### src/rtl/pp_pwm_pkg.sv
package pp_pwm_pkg;

  localparam int unsigned NCH = 2;

  typedef enum logic {
    DIR_UP = 1'b0,
    DIR_DN = 1'b1
  } cnt_dir_e;

  typedef enum logic {
    PM_BELOW = 1'b0,
    PM_ABOVE = 1'b1
  } pwm_mode_e;

endpackage

### src/rtl/pp_pwm_presc.sv
module pp_pwm_presc #(
  parameter int unsigned PSC_W = 16
) (
  input  logic             clk_i,
  input  logic             rst_ni,
  input  logic             en_i,
  input  logic [PSC_W-1:0] div_m1_i,
  output logic             tick_o
);

  localparam logic [PSC_W-1:0] ONE = PSC_W'(1);

  logic [PSC_W-1:0] pre_q, pre_d;
  logic             tick;

  always_comb begin
    pre_d = pre_q;
    tick  = en_i && (pre_q >= div_m1_i);
    if (en_i) begin
      if (tick) pre_d = '0;
      else      pre_d = pre_q + ONE;
    end
  end

  always_ff @(posedge clk_i or negedge rst_ni) begin
    if (!rst_ni) pre_q <= '0;
    else         pre_q <= pre_d;
  end

  assign tick_o = tick;

endmodule

### src/rtl/pp_pwm_updown.sv
module pp_pwm_updown
  import pp_pwm_pkg::*;
#(
  parameter int unsigned CNT_W = 16
) (
  input  logic             clk_i,
  input  logic             rst_ni,
  input  logic             tick_i,
  input  logic [CNT_W-1:0] top_i,
  output logic [CNT_W-1:0] cnt_o,
  output cnt_dir_e         dir_o,
  output logic             reload_o
);

  localparam logic [CNT_W-1:0] ONE = CNT_W'(1);

  logic [CNT_W-1:0] cnt_q, cnt_d;
  cnt_dir_e         dir_q, dir_d;
  logic             reload;

  always_comb begin
    cnt_d  = cnt_q;
    dir_d  = dir_q;
    reload = 1'b0;
    if (tick_i) begin
      if (top_i == '0) begin
        cnt_d  = '0;
        dir_d  = DIR_UP;
        reload = 1'b1;
      end else if (dir_q == DIR_UP) begin
        if (cnt_q >= top_i) begin
          // turning point lowered below the count: head back down
          cnt_d = cnt_q - ONE;
          dir_d = DIR_DN;
        end else begin
          cnt_d = cnt_q + ONE;
          if ((cnt_q + ONE) == top_i) dir_d = DIR_DN;
        end
      end else begin
        if (cnt_q <= ONE) begin
          cnt_d  = '0;
          dir_d  = DIR_UP;
          reload = 1'b1;
        end else begin
          cnt_d = cnt_q - ONE;
        end
      end
    end
  end

  always_ff @(posedge clk_i or negedge rst_ni) begin
    if (!rst_ni) begin
      cnt_q <= '0;
      dir_q <= DIR_UP;
    end else begin
      cnt_q <= cnt_d;
      dir_q <= dir_d;
    end
  end

  assign cnt_o    = cnt_q;
  assign dir_o    = dir_q;
  assign reload_o = reload;

endmodule

### src/rtl/pp_pwm_chan.sv
module pp_pwm_chan
  import pp_pwm_pkg::*;
#(
  parameter int unsigned CNT_W = 16
) (
  input  logic             clk_i,
  input  logic             rst_ni,
  input  logic [CNT_W-1:0] cnt_i,
  input  cnt_dir_e         dir_i,
  input  logic             reload_i,
  input  pwm_mode_e        mode_i,
  input  logic             oe_i,
  input  logic             pol_i,
  input  logic             moe_i,
  input  logic             pre_wr_i,
  input  logic [CNT_W-1:0] pre_val_i,
  output logic             pin_o,
  output logic [CNT_W-1:0] cmp_act_o
);

  logic [CNT_W-1:0] pre_q, pre_d;
  logic [CNT_W-1:0] act_q, act_d;
  logic             ref_q, ref_d;

  // shadow and active compare next state
  always_comb begin
    pre_d = pre_q;
    act_d = act_q;
    if (pre_wr_i) pre_d = pre_val_i;
    if (reload_i) act_d = pre_q;
  end

  // reference level from count, direction and mode
  always_comb begin
    ref_d = 1'b0;
    unique case ({mode_i, dir_i})
      {PM_BELOW, DIR_UP}: ref_d = (cnt_i <  act_q);
      {PM_BELOW, DIR_DN}: ref_d = (cnt_i <= act_q);
      {PM_ABOVE, DIR_UP}: ref_d = (cnt_i >= act_q);
      {PM_ABOVE, DIR_DN}: ref_d = (cnt_i >  act_q);
      default:            ref_d = 1'b0;
    endcase
  end

  always_ff @(posedge clk_i or negedge rst_ni) begin
    if (!rst_ni) begin
      pre_q <= '0;
      act_q <= '0;
      ref_q <= 1'b0;
    end else begin
      pre_q <= pre_d;
      act_q <= act_d;
      ref_q <= ref_d;
    end
  end

  assign pin_o     = (moe_i && oe_i) ? (ref_q ^ pol_i) : pol_i;
  assign cmp_act_o = act_q;

endmodule

### src/rtl/pp_pwm_brk.sv
module pp_pwm_brk (
  input  logic clk_i,
  input  logic rst_ni,
  input  logic brk_i,
  input  logic set_i,
  output logic moe_o,
  output logic brk_s_o
);

  logic s1_q, s2_q;
  logic moe_q, moe_d;

  always_comb begin
    moe_d = moe_q;
    if (s2_q)       moe_d = 1'b0;
    else if (set_i) moe_d = 1'b1;
  end

  always_ff @(posedge clk_i or negedge rst_ni) begin
    if (!rst_ni) begin
      s1_q  <= 1'b0;
      s2_q  <= 1'b0;
      moe_q <= 1'b0;
    end else begin
      s1_q  <= brk_i;
      s2_q  <= s1_q;
      moe_q <= moe_d;
    end
  end

  assign moe_o   = moe_q;
  assign brk_s_o = s2_q;

endmodule

### src/rtl/pp_pwm_top.sv
module pp_pwm_top
  import pp_pwm_pkg::*;
#(
  parameter int unsigned CNT_W = 16,
  parameter int unsigned PSC_W = 16
) (
  input  logic             clk_i,
  input  logic             rst_ni,
  input  logic             run_i,
  input  logic [PSC_W-1:0] div_m1_i,
  input  logic [CNT_W-1:0] top_i,
  input  logic [1:0]       ch_mode_i,
  input  logic [1:0]       ch_oe_i,
  input  logic [1:0]       ch_pol_i,
  input  logic [1:0]       cmp_wr_i,
  input  logic [CNT_W-1:0] cmp_val_i,
  input  logic             duty_wr_i,
  input  logic [CNT_W-1:0] duty_i,
  input  logic             moe_set_i,
  input  logic             brk_i,
  output logic [1:0]       pwm_o,
  output logic             moe_o,
  output logic [CNT_W-1:0] cnt_o
);

  localparam int unsigned CMP_ALL_W = NCH * CNT_W;

  logic                 cnt_tick;
  logic                 reload;
  cnt_dir_e             cnt_dir;
  logic                 brk_sync;
  logic                 moe;
  logic [CNT_W-1:0]     duty_half;
  logic [CNT_W-1:0]     duty_mirror;
  logic [NCH-1:0]       pre_wr;
  logic [CNT_W-1:0]     pre_val [NCH];
  logic [CMP_ALL_W-1:0] cmp_act_all;

  pp_pwm_presc #(.PSC_W(PSC_W)) u_presc (
    .clk_i    (clk_i),
    .rst_ni   (rst_ni),
    .en_i     (run_i),
    .div_m1_i (div_m1_i),
    .tick_o   (cnt_tick)
  );

  pp_pwm_updown #(.CNT_W(CNT_W)) u_cnt (
    .clk_i    (clk_i),
    .rst_ni   (rst_ni),
    .tick_i   (cnt_tick),
    .top_i    (top_i),
    .cnt_o    (cnt_o),
    .dir_o    (cnt_dir),
    .reload_o (reload)
  );

  pp_pwm_brk u_brk (
    .clk_i   (clk_i),
    .rst_ni  (rst_ni),
    .brk_i   (brk_i),
    .set_i   (moe_set_i),
    .moe_o   (moe),
    .brk_s_o (brk_sync)
  );

  // mirrored duty helper: channel 0 gets half, channel 1 its complement
  always_comb begin
    duty_half   = duty_i >> 1;
    duty_mirror = (duty_half >= top_i) ? '0 : (top_i - duty_half);
  end

  always_comb begin
    for (int k = 0; k < NCH; k++) begin
      pre_wr[k]  = duty_wr_i | cmp_wr_i[k];
      pre_val[k] = cmp_val_i;
    end
    if (duty_wr_i) begin
      pre_val[0] = duty_half;
      pre_val[1] = duty_mirror;
    end
  end

  for (genvar k = 0; k < NCH; k++) begin : g_ch
    pp_pwm_chan #(.CNT_W(CNT_W)) u_chan (
      .clk_i     (clk_i),
      .rst_ni    (rst_ni),
      .cnt_i     (cnt_o),
      .dir_i     (cnt_dir),
      .reload_i  (reload),
      .mode_i    (pwm_mode_e'(ch_mode_i[k])),
      .oe_i      (ch_oe_i[k]),
      .pol_i     (ch_pol_i[k]),
      .moe_i     (moe),
      .pre_wr_i  (pre_wr[k]),
      .pre_val_i (pre_val[k]),
      .pin_o     (pwm_o[k]),
      .cmp_act_o (cmp_act_all[k*CNT_W +: CNT_W])
    );
  end

  assign moe_o = moe;

endmodule

### config.mk
export PLATFORM = sky130hd
export DESIGN_NAME = pp_pwm_top
export DESIGN_NICKNAME = d
export VERILOG_FILES = /design/src/rtl/pp_pwm_pkg.sv /design/src/rtl/pp_pwm_presc.sv /design/src/rtl/pp_pwm_updown.sv /design/src/rtl/pp_pwm_chan.sv /design/src/rtl/pp_pwm_brk.sv /design/src/rtl/pp_pwm_top.sv
export SDC_FILE = /design/constraint.sdc
export NUM_CORES = 1
export LEC_CHECK = 0
export BUFFER_PORTS_ARGS = -buffer_cell sky130_fd_sc_hd__buf_2
export CAP_MARGIN = 20
export CORE_ASPECT_RATIO = 0.8
export CORE_MARGIN = 5
export CORE_UTILIZATION = 50
export CTS_CLUSTER_SIZE = 20
export DETAILED_ROUTE_END_ITERATION = 10
export GPL_TIMING_DRIVEN = 0
export PLACE_DENSITY = 0.7
export RECOVER_POWER = 50
export SLEW_MARGIN = 20
export SYNTH_ARGS = -nofsm -noshare
export SYNTH_HDL_FRONTEND = slang
export SYNTH_HIERARCHICAL = 1
export SYNTH_SLANG_ARGS = --single-unit
### constraint.sdc
create_clock -name clk_i -period 4.9 [get_ports clk_i]
set_input_delay 0.98 -clock clk_i [delete_from_list [all_inputs] [get_ports clk_i]]
set_output_delay 0.98 -clock clk_i [all_outputs]
set_load 0.005 [all_outputs]
; ---- Word level (Yosys, flattened, before mapping)
; Index checks and enable logic that the tools add are counted.
; W data, S select, Z words.
[op_classes]
add_sub_neg = 4
mul = 0
n_div = 0
n_lt_le_gt_ge = 12
eq_ne = 7
shifts = 0
mux = 22
bitwise = 4
reduce_logical = 7
[ops]
columns = op, n
row1 = $mux W16, 6
row2 = $ge A16 B16 Y1, 4
row3 = $add A16 B1 Y16 const B, 2
row4 = $gt A16 B16 Y1, 2
row5 = $le A16 B16 Y1, 2
row6 = $lt A16 B16 Y1, 2
row7 = $mux W32, 1
row8 = $eq A16 B16 Y1, 1
row9 = $ge A15 B16 Y1, 1
row10 = $le A16 B1 Y1 const B, 1
row11 = $logic_not A16 Y1, 1
row12 = $sub A16 B1 Y16 const B, 1
row13 = $sub A16 B15 Y16, 1
row14 = $mux W1, 13
row15 = $eq A2 B2 Y1 const B, 4
row16 = $pmux W1 S4, 2
row17 = $eq A2 B1 Y1 const B, 2
row18 = $logic_not A2 Y1, 2
row19 = $logic_and A1 B1 Y1, 3
row20 = $or A1 B1 Y1, 2
row21 = $reduce_bool A2 Y1, 1
row22 = $xor A1 B1 Y1, 2
[word_totals]
regBits = 102
latch_bits = 0
ramBits = 0
mem_bits_ro = 0
input_bits = 78
out_inout_bits = 19
elab_cells = 68
mem_count = 0

; ---- Logic depth before layout (Yosys ltp)
[depth]
ltp_word = 6
mapped_depth = 13
ltp_nobuf = 10

; ---- Modules after synthesis
; Netlist, hierarchy kept.
[by_module_without_submodules]
columns = module, n_inst, cells_per_inst, area_per_inst_um2
row1 = pp_pwm_chan, 2, 154, 1652.8
row2 = pp_pwm_updown, 1, 279, 2129.5
row3 = pp_pwm_presc, 1, 137, 1270.0
row4 = pp_pwm_top, 1, 202, 1243.7
row5 = pp_pwm_brk, 1, 4, 85.1

; ---- Worst setup path after synthesis
; No wires, ideal clock.
[synth_timing]
kind = input to register
startpoint = in div_m1_i[14]
endpoint = reg g_ch[0].u_chan.act_q[15]
setup_time_ns = 0.136
t_arrival_ns = 3.214
setup_slack_ns = 1.549
path_stages = 12
n_path_buf = 3
path_cell_list = inv_1 ha_1 nand4_2 nor3_2 nand2_1 a31oi_4 buf_6 inv_1 clkbuf_1 nor2_1 clkbuf_1 o21ai_0
[synth_via]
elab_chain_len = 3
[synth_lines]
columns = element, line_no
row1 = "start, declared", pp_pwm_top.sv:10  ; input logic [PSC_W-1:0] div_m1_i,
row2 = $ge A16 B16 Y1, pp_pwm_presc.sv:18  ; tick = en_i && (pre_q >= div_m1_i);
row3 = $logic_and A1 B1 Y1, pp_pwm_presc.sv:18
row4 = net cnt_tick, pp_pwm_top.sv:28  ; logic cnt_tick;
row5 = $mux W1, pp_pwm_updown.sv:25  ; if (tick_i) begin
row6 = net reload, pp_pwm_top.sv:29  ; logic reload;
row7 = "end signal, assigned", pp_pwm_chan.sv:52  ; act_q <= act_d;
row8 = "end, declared", pp_pwm_chan.sv:22  ; logic [CNT_W-1:0] act_q, act_d;
; The timed path passes the listed nets, and every way through them passes these cells.
; A chain may end at the register's enable or synchronous reset.

; ---- Worst setup path in the final report
[layout_timing]
startpoint = in div_m1_i[15]
endpoint = reg g_ch[0].u_chan.act_q[12]
; Same word-level chain as after synthesis.

==> summary.md <==
| Metric | Value |
|---|---|
| Failing checks | `max-capacitance violations, max-slew violations` |
| CP cell instances | `buf_2 > inv_1 > ha_1 > nand4_2 > nor3_2 > nand2_1 > a31oi_4 > buf_6 > inv_1 > clkbuf_1 > nor2_1 > clkbuf_1 > nand2_1 > o21ai_0` |
| CTS tree | `yes` |
| Largest cells by area after synthesis | `dfrtp_1 32%, ha_1 13%, inv_1 5.5%` |
| Critical Path AT | `approximately 4.2 ns` |
| Total wire length | `22,370 um` |
| Crit path largest cell delay | `around 0.65 ns` |
| Area occupied by multi-input gates | `roughly 0.0049 sq mm` |
| Maxcap violations | `2` |
| Status | `finished with violations` |
| Clock-pin slew on the worst setup and hold paths | `roughly 0.080 ns` |
| IO Count | `97` |
| Leading area contributor after synthesis | `dfrtp_1` |
| Total Nets Final | `about 1,200` |
| Synth Net Count | `~1,100` |
| Dpl cells | `between 1,000 and 1,500` |
| Layout cells sized above 1 | `18.91%` |
| Area grow syn2layout | `13.16%` |
| DRC Markers | `0` |
| Fin. Hold Viols | `0` |
| Mean post-synth cell area | `approximately 8.6 sq um` |
| Async SR Flop Fraction | `100.0%` |
| WP buf/inv | `6` |
| #FFs+latches synth | `~100` |
| CP startpoint kind | `input pin` |
| GRT Util Overall | `between 20 and 25%` |
| 1st-iter DRT viols | `461` |
| Hold Path Cell Cnt | `0` |
| Max VDD drop | `roughly 170 uV` |
| Final Non-Filler Cells | `about 1,300` |
| TritonRoute pass-1 iters | `5` |
| Period utilisation layout | `around four fifths` |
| Synth warn | `6` |
| Routed Antenna Nets | `0` |
| WHS | `between 0.3 and 0.4 ns` |
| Total negative setup slack | `0 ns` |
| Initial Utilization | `51.01%` |
| Final setup viols | `0` |
| CP max FO | `14` |
| Worst hold endpoint | `u_brk/brk_s_o` |
| Synth top cells by count | `117 x inv_1, 107 x nand2_1, 102 x dfrtp_1, 83 x ha_1, 71 x o21ai_0` |
| Synth top area share | `31.77%` |
| Congestion Overflow GR | `0` |
| HPWL after DPL | `17,610 um` |
| Port Buffer Count | `between 90 and 100` |
| Count leader, synth | `inv_1` |
| Die area | `roughly 0.019 sq mm` |
| Clock Sinks | `roughly 100` |
| Largest net degree at the start of global routing | `between 60 and 70` |
| Hold crit path type | `reg2reg` |
| Max Fclk | `0.2519 GHz` |
| Tmin final | `a little under 4 ns` |
| Worst slew pin tran | `approximately 2.1 ns` |
| H-tree levels | `3` |
| R2R Path Start | `u_cnt/cnt_o[2]` |
| Clock Latency Late Sink | `roughly 0.36 ns` |
| Clock tree root driver cell | `clkbuf_16` |
| Sequential Area | `approximately 0.0026 sq mm` |
| Postcts setup bufs | `0` |
| WL/cell | `17.79 um` |
| Worst Path Required | `about 5.2 ns` |
| Chip width | `between 150 and 200 um` |
| Avg Vias per Cell | `around 5.7` |
| Post_cts resized | `0` |
| Cell Rows | `41` |
| Fillers | `between 1,000 and 1,500` |
| RSZ-0062 raised after global routing | `no` |
| Hold wc startpoint | `u_brk/s1_q` |
| CP max-delay cell | `nor2_1` |
| Final core occ | `between 50% and 60%` |
| Netlist area before placement | `between 0.008 and 0.009 sq mm` |
| PD cells | `about 230 mW/mm^2` |
| Num CTS Buffers | `9` |
| Slew Viols, Final | `about 110` |
| Skew final | `0.01214 ns` |
| Synthesized instance count | `930` |
| CP delay by family, top | `simple AND/OR/NAND/NOR gates` |
| R2R Setup Slk | `roughly 1.2 ns` |
| DIE HEIGHT | `123.4 um` |
| Post-synth EDFFs | `0` |
| Leak pwr | `4.368 nW` |
| Via count | `roughly 7,100` |
| Vias in the first global route | `approximately 6,500` |
| CP Capture Type | `flop` |
| Ys flop type | `dfrtp_1` |
| Synth unique cells | `75` |
| Worst reg2reg path endpoint | `g_ch[0].u_chan/cmp_act_o[12]` |
| Antenna violations before repair | `0` |
| Clk buf depth | `2` |
| # diodes | `0` |
| Placer Congestion | `around 0.95` |
| Hold-fix buffers at CTS | `0` |
| Core footprint | `approximately 0.016 sq mm` |
| CP Class | `in2reg` |
| R2R cell count | `8` |
| Slew margin rel. | `-41.28%` |
| Global-route wire length before repair | `approximately 35,000 um` |
| Seq/Total Area, Yosys | `31.77%` |
==> placed cells by master, fill, tap and decap left out, drive strengths merged, types with 4 or more instances in the layout <==
cell type | Yosys | final
a21o | 4 | 4
xnor2 | 29 | 29
nor3 | 26 | 26
inv | 117 | 119
a31oi | 6 | 6
mux2 | 37 | 37
nand4 | 27 | 27
buf | 12 | 102
or4 | 6 | 6
clkbuf | 22 | 37
o22ai | 9 | 9
o211ai | 5 | 5
nor2b | 7 | 7
or2 | 4 | 4
o221ai | 6 | 6
nor2 | 54 | 54
dfrtp | 102 | 102
nand2 | 107 | 107
a21oi | 38 | 38
mux2i | 15 | 15
or3 | 8 | 8
and3 | 5 | 5
xor2 | 18 | 18
nand2b | 11 | 11
nand3 | 23 | 23
a211oi | 11 | 11
nor4 | 15 | 15
ha | 83 | 83
o21ai | 79 | 79
clkinv | 0 | 5
==> routing by layer <==
metal | vias to the layer above | share of wire (%) | global-route usage (%)
li1 | 3477 | - | -
met5 | - | 0 | 0
met2 | 235 | 42 | 35.49
met1 | 3383 | 49 | 36.96
met3 | 25 | 7.7 | 4.727
met4 | 0 | 1.2 | 5.612
==> state kept, by name (all words and copies together), names as in the netlist <==
register               cells
u_brk/s1_q                 1
u_presc/pre_q             16
g_ch.u_chan/cmp_act_o     32
u_brk/moe_o                1
g_ch.u_chan/pre_q         32
u_cnt/dir_o                1
g_ch.u_chan/ref_q          2
u_cnt/cnt_o               16
u_brk/brk_s_o              1
==> layout make-up <==
| cell class | count | share of cell area [%] |
|---|---|---|
| plain buffers | 34 | 1.707 |
| clock buffers | 9 | 2.477 |
| clock inverters | 7 | 0.9772 |
| inverters | 117 | 4.831 |
| multi-input cells | 677 | 53.76 |
| flip-flops and latches | 102 | 28.08 |
| well taps | 215 | 2.959 |
| repair buffers | 96 | 5.216 |
==> worst reg2reg max path, cell delays in order (launching register included) <==
cell and delay (ns):
dfrtp_1 0.51, buf_2 0.24, nor4_1 0.71, a31oi_1 0.54, clkbuf_1 0.39, nor2_1 0.64
clkbuf_1 0.41, nand2_1 0.11, o21ai_0 0.11
==> how the worst max path moves through the flow <==
stage,startpoint,endpoint,slack (ns),cells past startpoint
floorplan,div_m1_i[14],g_ch[0].u_chan/cmp_act_o[15],1.55,12
global placement,div_m1_i[15],g_ch[0].u_chan/cmp_act_o[12],0.65,14
detailed placement,div_m1_i[15],g_ch[0].u_chan/cmp_act_o[15],0.66,13
CTS,div_m1_i[15],g_ch[0].u_chan/cmp_act_o[12],1.01,14
global route,rst_ni,g_ch[0].u_chan/cmp_act_o[11],0.46,2
finish,div_m1_i[15],g_ch[0].u_chan/cmp_act_o[12],0.93,14
==> logic make-up after synthesis <==
| kind of cell | share of synthesized area, % |
|---|---|
| and+or+nand+nor | 19.89 |
| AOI/OAI and AO/OA | 15.59 |
| DFF | 31.77 |
| buffers and inverters | 7.398 |
| muxes | 7.055 |
| xor gates and xnor gates | 5.124 |
| adders and majority gates | 13.18 |
==> stage by stage <==
stage	cell area, sq um	total power (W)	setup slack (ns)
after floorplan	8034	0.001248	1.549
after global placement	8778	0.001395	0.6459
after detailed placement	8812	0.001407	0.6551
after CTS	9126	0.002153	1.013
after global routing	9091	0.002247	0.4559
final	9091	0.002131	0.9295
==> power by group <==
part	switching, W	total, W	internal (W)
clock	0.000369	0.000736	0.000367
sequential	0.0000522	0.000951	0.000898
combinational	0.000248	0.000444	0.000196
Power figures use the tool's default switching activity.
